$ cat config.mk
export PLATFORM = sky130hd
export DESIGN_NAME = pacc_top
export DESIGN_NICKNAME = d
export VERILOG_FILES = /design/src/rtl/pacc_pkg.sv /design/src/rtl/pacc_rst_sync.sv /design/src/rtl/pacc_pin_sync.sv /design/src/rtl/pacc_prescale.sv /design/src/rtl/pacc_byte_cnt.sv /design/src/rtl/pacc_top.sv
export SDC_FILE = /design/constraint.sdc
export NUM_CORES = 1
export LEC_CHECK = 0
export BUFFER_PORTS_ARGS = -buffer_cell sky130_fd_sc_hd__buf_2
export CAP_MARGIN = 40
export CELL_PAD_IN_SITES_DETAIL_PLACEMENT = 1
export CELL_PAD_IN_SITES_GLOBAL_PLACEMENT = 1
export CORE_MARGIN = 3
export CORE_UTILIZATION = 39
export CTS_BUF_LIST = sky130_fd_sc_hd__clkbuf_8
export CTS_CLUSTER_DIAMETER = 120
export DETAILED_ROUTE_END_ITERATION = 16
export GPL_ROUTABILITY_DRIVEN = 0
export MAX_ROUTING_LAYER = met4
export PLACE_DENSITY_LB_ADDON = 0.1
export SLEW_MARGIN = 15
export SYNTH_ARGS = -nofsm -noshare
export SYNTH_HDL_FRONTEND = slang
export SYNTH_SLANG_ARGS = --single-unit
$ cat constraint.sdc
create_clock -name clk -period 1 [get_ports clk]
set_input_delay 0.05 -clock clk [delete_from_list [all_inputs] [get_ports clk]]
set_output_delay 0.05 -clock clk [all_outputs]
set_load 0.05 [all_outputs]
$ cat src/rtl/pacc_pkg.sv
package pacc_pkg;

  typedef enum logic {
    ACC_EVENT = 1'b0,
    ACC_GATED = 1'b1
  } acc_mode_e;

  typedef struct packed {
    logic lvl;
    logic rise;
    logic fall;
  } pin_evt_t;

endpackage

$ cat src/rtl/pacc_rst_sync.sv
module pacc_rst_sync #(
  parameter int STAGES = 2
) (
  input  logic clk,
  input  logic rst_n,
  output logic rst_sync_n
);
  logic [STAGES-1:0] sh_q;
  logic [STAGES-1:0] sh_d;

  always_comb begin
    sh_d = {sh_q[STAGES-2:0], 1'b1};
  end

  always_ff @(posedge clk or negedge rst_n) begin
    if (!rst_n) sh_q <= '0;
    else        sh_q <= sh_d;
  end

  assign rst_sync_n = sh_q[STAGES-1];
endmodule

$ cat src/rtl/pacc_pin_sync.sv
module pacc_pin_sync
  import pacc_pkg::*;
#(
  parameter int STAGES = 2
) (
  input  logic     clk,
  input  logic     rst_n,
  input  logic     pin_i,
  output pin_evt_t evt_o
);
  logic [STAGES-1:0] chain_q;
  logic [STAGES-1:0] chain_d;
  logic              prev_q;
  logic              prev_d;

  always_comb begin
    chain_d = {chain_q[STAGES-2:0], pin_i};
    prev_d  = chain_q[STAGES-1];
  end

  always_ff @(posedge clk or negedge rst_n) begin
    if (!rst_n) begin
      chain_q <= '0;
      prev_q  <= 1'b0;
    end else begin
      chain_q <= chain_d;
      prev_q  <= prev_d;
    end
  end

  always_comb begin
    evt_o.lvl  = chain_q[STAGES-1];
    evt_o.rise = chain_q[STAGES-1] & ~prev_q;
    evt_o.fall = ~chain_q[STAGES-1] & prev_q;
  end
endmodule

$ cat src/rtl/pacc_prescale.sv
module pacc_prescale #(
  parameter int DIV_W = 6
) (
  input  logic clk,
  input  logic rst_n,
  output logic tick_o
);
  logic [DIV_W-1:0] div_q;
  logic [DIV_W-1:0] div_d;

  always_comb begin
    div_d = div_q + 1'b1;
  end

  always_ff @(posedge clk or negedge rst_n) begin
    if (!rst_n) div_q <= '0;
    else        div_q <= div_d;
  end

  assign tick_o = &div_q;
endmodule

$ cat src/rtl/pacc_byte_cnt.sv
module pacc_byte_cnt #(
  parameter int W = 8
) (
  input  logic         clk,
  input  logic         rst_n,
  input  logic         ld_i,
  input  logic [W-1:0] ld_val_i,
  input  logic         inc_i,
  output logic [W-1:0] q_o,
  output logic         full_o
);
  logic [W-1:0] cnt_q;
  logic [W-1:0] cnt_d;
  logic         cnt_en;

  always_comb begin
    cnt_en = ld_i | inc_i;
    if (ld_i) cnt_d = ld_val_i;
    else      cnt_d = cnt_q + 1'b1;
  end

  always_ff @(posedge clk or negedge rst_n) begin
    if (!rst_n)      cnt_q <= '0;
    else if (cnt_en) cnt_q <= cnt_d;
  end

  assign q_o    = cnt_q;
  assign full_o = &cnt_q;
endmodule

$ cat src/rtl/pacc_top.sv
module pacc_top
  import pacc_pkg::*;
#(
  parameter int W           = 8,
  parameter int DIV_W       = 6,
  parameter int SYNC_STAGES = 2
) (
  input  logic         clk,
  input  logic         rst_n,
  input  logic         pin_i,
  input  logic         sys_en,
  input  logic         mode_gated,
  input  logic         edge_sel,
  input  logic         lo_en,
  input  logic         hi_en,
  input  logic         wr_en,
  input  logic         wr_sel,
  input  logic [W-1:0] wr_data,
  input  logic         flag_clr,
  output logic [W-1:0] cnt_lo,
  output logic [W-1:0] cnt_hi,
  output logic         flag_o
);
  localparam int NB = 2;

  logic              rst_sync_n;
  pin_evt_t          evt;
  logic              tick;
  acc_mode_e         mode;
  logic              qual_edge;
  logic              level_ok;
  logic              step;
  logic [NB-1:0]     ld;
  logic [NB-1:0]     inc;
  logic [NB-1:0]     full;
  logic [NB-1:0]     byte_en;
  logic [NB-1:0][W-1:0] cnt;
  logic              flag_q;
  logic              flag_d;
  logic              flag_set;

  pacc_rst_sync #(.STAGES(2)) i_rst_sync (
    .clk        (clk),
    .rst_n      (rst_n),
    .rst_sync_n (rst_sync_n)
  );

  pacc_pin_sync #(.STAGES(SYNC_STAGES)) i_pin_sync (
    .clk   (clk),
    .rst_n (rst_sync_n),
    .pin_i (pin_i),
    .evt_o (evt)
  );

  pacc_prescale #(.DIV_W(DIV_W)) i_prescale (
    .clk    (clk),
    .rst_n  (rst_sync_n),
    .tick_o (tick)
  );

  // Event qualification shared by both modes: the counted edge in event
  // mode is also the trailing edge of the active level in gated mode.
  always_comb begin
    mode      = acc_mode_e'(mode_gated);
    qual_edge = edge_sel ? evt.rise : evt.fall;
    level_ok  = edge_sel ? ~evt.lvl : evt.lvl;
    step      = (mode == ACC_GATED) ? (tick & level_ok) : qual_edge;
    byte_en   = {hi_en, lo_en};
  end

  generate
    for (genvar g = 0; g < NB; g++) begin : g_byte
      assign ld[g] = wr_en && (wr_sel == 1'(g));

      if (g == 0) begin : g_low
        assign inc[g] = step & (sys_en | byte_en[g]);
      end else begin : g_upper
        assign inc[g] = sys_en ? (step & full[g-1] & ~ld[g-1] & inc[g-1])
                               : (step & byte_en[g]);
      end

      pacc_byte_cnt #(.W(W)) i_byte (
        .clk      (clk),
        .rst_n    (rst_sync_n),
        .ld_i     (ld[g]),
        .ld_val_i (wr_data),
        .inc_i    (inc[g]),
        .q_o      (cnt[g]),
        .full_o   (full[g])
      );
    end
  endgenerate

  always_comb begin
    flag_set = sys_en & qual_edge;
    if (flag_set)      flag_d = 1'b1;
    else if (flag_clr) flag_d = 1'b0;
    else               flag_d = flag_q;
  end

  always_ff @(posedge clk or negedge rst_sync_n) begin
    if (!rst_sync_n) flag_q <= 1'b0;
    else             flag_q <= flag_d;
  end

  assign cnt_lo = cnt[0];
  assign cnt_hi = cnt[1];
  assign flag_o = flag_q;
endmodule

==> run metrics, run 1 <==
outcome aborted with a tool error; failing step 5_1_grt; tool error [ERROR DPL-0033] detailed placement checks failed during check placement.; I/O pin cnt 36; Clock Tree Root clkbuf_8; CTS max path bufs 2; synth top area cells dfrtp_1, o21ai_1, nand2_1; H-Tree Depth 1; Post-synth top flop dfrtp_1; std cell rows 21; total CTS buffers 3; Die Wd 68.2 microns; synthesized instance count 143; DPL Wire Length 3780 microns; Avg Inst Size Synth 10.6 sq um; Synth top cells by count dfrtp_1, nand2_1, o21ai_1; post-synth cell types 41; post-synthesis sequential area ratio 0.464; most common cell in the synthesized netlist dfrtp_1; Sink Count 28; Placed Cells 263; Synth Warn # 0; Mapped Area 1510 sq um; syn_nets 165; worst setup endpoint GRT g_byte[0].i_byte.q_o[5]$_DFFE_PN0P_/D; Async S/R FF share, synth 1.00; Synth Register Bits 28; Starting Density 0.429; largest net degree at the start of global routing 27; number of port buffers 35; top cell type's share of synthesized area 0.464; worst endpoint pin kind register data pin; antenna violations before repair 0; Die Span Y 68.2 microns; Post-synth EDFFs 0; Yosys top cell by area dfrtp_1
## kinds of logic after synthesis
family / after synthesis / synth area share
simple gates: 58 / 0.226
buf+inv: 8 / 0.0390
xor+xnor: 9 / 0.0522
mux: 2 / 0.0133
flops: 28 / 0.464
fa+ha+maj: 3 / 0.0249
other cells: 1 / 0.00249
compound gates: 34 / 0.177
## stage by stage
step | area [sq um] | worst slack [ps] | utilization
floorplan | 1580 | -767 | -
global placement | 2100 | -741 | 0.597
detailed placement | 2100 | -872 | 0.597
CTS | 2520 | -812 | 0.715
## what timing repair did
| action | CTS |
|---|---|
| cloned | 0 |
| pin swaps | 12 |
| hold endpoints to repair | 4 |
| buffers inserted | 7 |
| hold buffers | 3 |
| endpoints found under the setup margin | 34 |
| resized for setup | 74 |
==> run 2: changes to the inputs <==
--- a/config.mk
+++ b/config.mk
@@ -7,16 +7,11 @@
 export LEC_CHECK = 0
 export BUFFER_PORTS_ARGS = -buffer_cell sky130_fd_sc_hd__buf_2
 export CAP_MARGIN = 40
-export CELL_PAD_IN_SITES_DETAIL_PLACEMENT = 1
-export CELL_PAD_IN_SITES_GLOBAL_PLACEMENT = 1
 export CORE_MARGIN = 3
-export CORE_UTILIZATION = 39
-export CTS_BUF_LIST = sky130_fd_sc_hd__clkbuf_8
-export CTS_CLUSTER_DIAMETER = 120
+export CORE_UTILIZATION = 24
 export DETAILED_ROUTE_END_ITERATION = 16
 export GPL_ROUTABILITY_DRIVEN = 0
-export MAX_ROUTING_LAYER = met4
-export PLACE_DENSITY_LB_ADDON = 0.1
+export PLACE_DENSITY_LB_ADDON = 0.15
 export SLEW_MARGIN = 15
 export SYNTH_ARGS = -nofsm -noshare
 export SYNTH_HDL_FRONTEND = slang
==> run 2 against run 1 <==
Against the previous run: the flow now finishes, with violations (setup timing); synthesized cell count unchanged; synthesized area unchanged.
==> run metrics, run 2 <==
vias per cell 4.68; top cell type's share of synthesized area 0.464 (unchanged); std cell rows 28 (+33%); Starting DRT DRC Count 65; nets 261; power density over cell area 1420 nW/um^2; CTS tree yes; antenna violations before repair 0; Register Area 713 sq um; Max FO, Critical Path 5; number of remaining DRC errors 0; WHS Endpoint g_byte[0].i_byte.q_o[3]$_DFFE_PN0P_; layout cell share with drive strength beyond 1 0.542; r2r startpoint i_pin_sync.prev_q$_DFF_PN0_; min-delay worst type in -> reg; xor/xnor cell area share of the yosys netlist 0.0522 (unchanged); largest net degree at the start of global routing 27; Tcrit/Tclk final 1.75; worst-case clock skew 5.68 ps; Final Slew Violations 0; number of port buffers 35 (unchanged); RSZ-0062 raised after global routing true; TritonRoute pass-1 iters 4; I/O pin cnt 36 (unchanged); Clock Tree Root clkbuf_8; Compound-Gate Fraction of Synth Area 0.177 (unchanged); outcome finished with violations; vias in the first global route 1574; max reg flops 16; Synth top cells by count dfrtp_1, nand2_1, o21ai_1; Avg Inst Size Synth 10.6 sq um (unchanged); Critical Path End Type flop; first-pass GRT wire length 7150 microns; DPL Wire Length 3260 microns (-14%); Layout area overhead 76.8%; Max Freq 0.571 GHz; Die Span Y 85.3 microns (+25%); largest family of logic cells by synthesized area simple AND/OR/NAND/NOR gates; Sink Count 28 (unchanged); mean routed wirelength per cell 13.7 microns; worst r2r path cells 5; CTS max path bufs 2 (unchanged); Synth Register Bits 28 (unchanged); Vias 1464; Starting Density 0.252 (-0.177); Die Wd 85.3 microns (+25%); GR Overflow Total 0; post-synth cell types 41 (unchanged); min cycle time layout 1750 ps; CP Class reg -> reg; most frequent cells in the layout buf_6, buf_4, dfrtp_1, buf_2, nand2_1; Reg clk slew, reported paths 100 ps; most common cell in the synthesized netlist dfrtp_1; CORE AREA 5990 sq um; post-synthesis mux area share 0.0133 (unchanged); Post-synth EDFFs 0 (unchanged); synth top area cells dfrtp_1, o21ai_1, nand2_1; data arrival time of the critical path 1960 ps; synthesized instance count 143 (unchanged); H-Tree Depth 1 (unchanged); area of the multi-input gates 895 sq um; Power, Total 3790 uW; Synth Area in Simple Gates 0.226 (unchanged); Min-Delay Startpoint wr_data[3]; Yosys top cell by area dfrtp_1; ANT nets after route 0; total of max-cap violations 0; area share of fa/ha/maj cells after synthesis 0.0249 (unchanged); Synth Warn # 0 (unchanged); worst vdd ir 741 uV; Antenna Cells 0; Mapped Area 1510 sq um (unchanged); drt total wl 4280 microns; clock latency at the later pin of the worst-skew pair 280 ps; startpoint types flop; post-layout util 0.445; final hold viol count 0; fill count 571; Post-synth top flop dfrtp_1; Reg2Reg Setup Slack -750 ps; # setup viols final 32; post-synthesis sequential area ratio 0.464 (unchanged); failing checks setup timing; syn_nets 165 (unchanged); DP Worst Slack -777 ps (+94.9 ps); Die ar. 7270 sq um; leakage 0.00117 uW; total CTS buffers 3 (unchanged); worst setup margin -752 ps; setup TNS -11210 ps; crit path from i_pin_sync.prev_q$_DFF_PN0_; terminus of the critical flop-to-flop path g_byte[0].i_byte.q_o[5]$_DFFE_PN0P_; Async S/R FF share, synth 1.00 (unchanged); GRT Total Usage 0.123; Worst Path Required 1200 ps; Worst Hold Depth 2
run 2: kinds of logic after synthesis:
kind of cell,after synthesis
buf+inv,8
other cells,1
simple gates,58
flops,28
mux,2
compound gates,34
xor+xnor,9
fa+ha+maj,3
run 2: final cells by class:
type                            instances  area share
Timing Repair Buffer                   95       0.334
Inverter                                4      0.0108
Sequential cell                        28       0.267
Clock buffer                            4      0.0169
Tap cell                               75      0.0352
Multi-Input combinational cell        107       0.335
run 2: layer usage:
| layer | GRT usage | vias up | wire [microns] |
|---|---|---|---|
| li1 | - | 717 | - |
| met1 | 0.154 | 715 | 1890 |
| met2 | 0.215 | 28 | 2160 |
| met3 | 0.0214 | 4 | 167 |
| met4 | 0.0403 | 0 | 63 |
| met5 | 0 | - | 0 |
run 2: where the power goes:
part	leakage (uW)	total (uW)	switching, uW	internal, uW
clock network	0.0000228	650	364	286
registers	0.000319	1380	116	1270
logic	0.000829	1750	904	850
run 2: repair_timing:
item	CTS	global route
endpoints found under the hold margin	5	0
setup endpoints to repair	35	37
pin swaps	16	10
setup buffers	8	9
hold buffers	4	0
resized for setup	74	17
run 2: worst max-delay path by stage:
stage	to	cells past startpoint
after floorplan	g_byte[1].i_byte.q_o[2]$_DFFE_PN0P_	6
after global placement	g_byte[0].i_byte.q_o[5]$_DFFE_PN0P_	5
after detailed placement	g_byte[0].i_byte.q_o[4]$_DFFE_PN0P_	6
after CTS	g_byte[0].i_byte.q_o[5]$_DFFE_PN0P_	5
after global routing	g_byte[0].i_byte.q_o[5]$_DFFE_PN0P_	5
final	g_byte[0].i_byte.q_o[5]$_DFFE_PN0P_	5
run 2: worst max-delay path: stages (launching register included):
cell and delay (ps):
dfrtp_1 410, or3b_4 390, o211ai_4 110, o211ai_4 140
or4_1 510, a31oi_1 130
run 2: through the flow:
step | hold slack (ps) | area (sq um) | cells
4_1_cts | 10.8 | 2560 | 308
3_5_place_dp | -165 | 2150 | 294
5_1_grt | 7.99 | 2670 | 313
6_report | 13.4 | 2670 | 313
2_1_floorplan | -246 | 1580 | 143
3_3_place_gp | -164 | 2150 | 294
Note: power is estimated with default switching activity, not from simulation.
==> run 3: changes to the inputs <==
--- a/config.mk
+++ b/config.mk
@@ -11,7 +11,8 @@
 export CORE_UTILIZATION = 24
 export DETAILED_ROUTE_END_ITERATION = 16
 export GPL_ROUTABILITY_DRIVEN = 0
-export PLACE_DENSITY_LB_ADDON = 0.15
+export PLACE_DENSITY = 0.45
+export SETUP_SLACK_MARGIN = 0.3
 export SLEW_MARGIN = 15
 export SYNTH_ARGS = -nofsm -noshare
 export SYNTH_HDL_FRONTEND = slang
==> run 3 against run 2 <==
Against the previous run: global-route usage about the same; first-iteration DRC count down 20%; hold slack worse by 0.72 ps; count of clock-buffer cells in the layout down 1; the run still ends with setup timing left; core utilization up 0.98 points; flip-flop and latch count unchanged; final cell count up 1.6%; die area unchanged; sequential power about the same; worst setup slack worse by 39 ps; wire length up 3.6%.
==> run metrics, run 3 (synthesized netlist as in run 2, its figures left out) <==
outcome finished with violations; failing checks setup timing; Vias 1484 (+1.4%); Sink Count 28 (unchanged); CP Class reg -> reg; Die Wd 85.3 microns (unchanged); commonest non-fill, non-tap cell in the layout buf_6; Placed Cells 298 (+1.4%); mean routed wirelength per cell 13.9 microns (+2.0%); layout cell share with drive strength beyond 1 0.564 (+0.0218); Critical Path End Type flop; Antenna Cells 0 (unchanged); CTS tree yes; startpoint types flop; antenna violations before repair 0 (unchanged); GRT Total Usage 0.123 (about the same); Reg clk slew, reported paths 110 ps (about the same); busiest grt layer met2; power density over cell area 1490 nW/um^2 (+5.0%); Final Slew Violations 0 (unchanged); worst vdd ir 586 uV (-21%); met1 Use GR 0.157 (+0.00346); Worst Path Required 1210 ps (about the same); clock latency at the later pin of the worst-skew pair 280 ps (about the same); slowest CP cell or4_1; RSZ-0062 raised after global routing true; Starting DRT DRC Count 52 (-20%); # setup viols final 32 (unchanged); min-delay worst type in -> reg; vias in the first global route 1516 (-3.7%); Cell Count, Final, Fillers Out 318 (+1.6%); first-pass GRT wire length 7290 microns (+2.0%); largest net degree at the start of global routing 17 (-37%); number of port buffers 35 (unchanged); H-Tree Depth 1 (unchanged); final instance area 2730 sq um (+2.2%); Clock Tree Root clkbuf_8; ANT nets after route 0 (unchanged); Layout area overhead 80.7%; CTS max path bufs 2 (unchanged); leakage 0.00118 uW (+0.38%); most frequent cell on the critical path o211ai_4; most frequent cells in the layout buf_6, buf_4, buf_2; Slowest Stage Delay on Critical Path 540 ps (+30 ps); fill count 565 (-1.1%); Max Freq 0.558 GHz (-2.2%); I/O pin cnt 36 (unchanged); GR met2 Demand/Resource 0.218 (+0.00353); critical path cell sequence or3b_4 > o211ai_4 > o211ai_4 > or4_1 > a31oi_1; GR Overflow Total 0 (unchanged); worst setup margin -791 ps (-38.6 ps); Die ar. 7270 sq um (unchanged); CORE AREA 5990 sq um (unchanged); total CTS buffers 3 (unchanged); vias per cell 4.67 (-0.23%); Die Span Y 85.3 microns (unchanged); Starting Density 0.252 (unchanged); Tcrit/Tclk final 1.79 (+0.0386); Max FO, Critical Path 4 (-1); total of max-cap violations 0 (unchanged); min cycle time layout 1790 ps (+38.6 ps); DPL Wire Length 3410 microns (+4.7%); nets 266 (+1.9%); data arrival time of the critical path 2000 ps (+40 ps); TritonRoute pass-1 iters 4 (unchanged); CP delay by family, top simple AND/OR/NAND/NOR gates; final hold viol count 0 (unchanged); std cell rows 28 (unchanged); worst-case clock skew 13.0 ps (+7.28 ps); drt total wl 4440 microns (+3.6%); max reg flops 16 (unchanged); Placed Instance Area 2180 sq um (+1.3%); routing usage on met3 0.0223 (+0.000971); number of remaining DRC errors 0 (unchanged); WP buf/inv 0 (unchanged)
run 3: final timing paths:
kind                                              start                                   to  slack (ps)  cells after the start
hold / removal                               wr_data[6]  g_byte[1].i_byte.q_o[6]$_DFFE_PN0P_          10                      3
hold reg to reg            i_rst_sync.sh_q[1]$_DFF_PN0_                   flag_o$_DFFE_PN0P_         200                      1
max in group asynchronous  i_rst_sync.sh_q[1]$_DFF_PN0_  g_byte[1].i_byte.q_o[4]$_DFFE_PN0P_         570                      1
min in group asynchronous                         rst_n         i_rst_sync.sh_q[1]$_DFF_PN0_          70                      2
setup reg to reg            i_pin_sync.prev_q$_DFF_PN0_  g_byte[0].i_byte.q_o[5]$_DFFE_PN0P_        -790                      5
setup / recovery            i_pin_sync.prev_q$_DFF_PN0_  g_byte[0].i_byte.q_o[5]$_DFFE_PN0P_        -790                      5
run 3: metal layers:
metal,vias up,wire (microns)
met5,-,0
met4,0,14
met3,2,192
met2,28,2270
met1,726,1950
li1,728,-
run 3: final cells by class:
class,instances,area (sq um),area share
well taps,75,93.8,0.0344
inverters,4,22.5,0.00826
multi-input cells,107,872,0.320
repair buffers,100,950,0.348
clock buffers,3,41.3,0.0151
flip-flops and latches,28,717,0.263
clock inverters,1,30.0,0.0110
run 3: power breakdown:
| group | internal [uW] | switching, uW |
|---|---|---|
| Sequential | 1270 | 121 |
| Combinational | 865 | 908 |
| Clock | 536 | 366 |
| Total | 2670 | 1390 |
run 3: what timing repair did:
item,4_1_cts,5_1_grt
endpoints found under the setup margin,39,40
pin swaps,10,9
endpoints found under the hold margin,4,0
gates resized for setup,80,11
hold buffers,3,0
setup buffers,6,7
run 3: stage by stage:
| stage | worst slack [ps] | utilization | TNS, ps | power (uW) | hold WS [ps] |
|---|---|---|---|---|---|
| detailed placement | -762 | 0.364 | -10490 | 2740 | -162 |
| floorplan | -767 | - | -10240 | 2180 | -246 |
| finish | -791 | 0.455 | -11930 | 4060 | 12.7 |
| global route | -894 | 0.455 | -14270 | 4280 | 6.59 |
| global placement | -737 | 0.364 | -10070 | 2720 | -165 |
| CTS | -767 | 0.439 | -11690 | 4060 | 5.66 |
run 3: worst register-to-register path: stages (launching register included):
cell and delay [ps]:
dfrtp_1 410, or3b_4 390, o211ai_4 110, o211ai_4 120
or4_1 540, a31oi_1 140
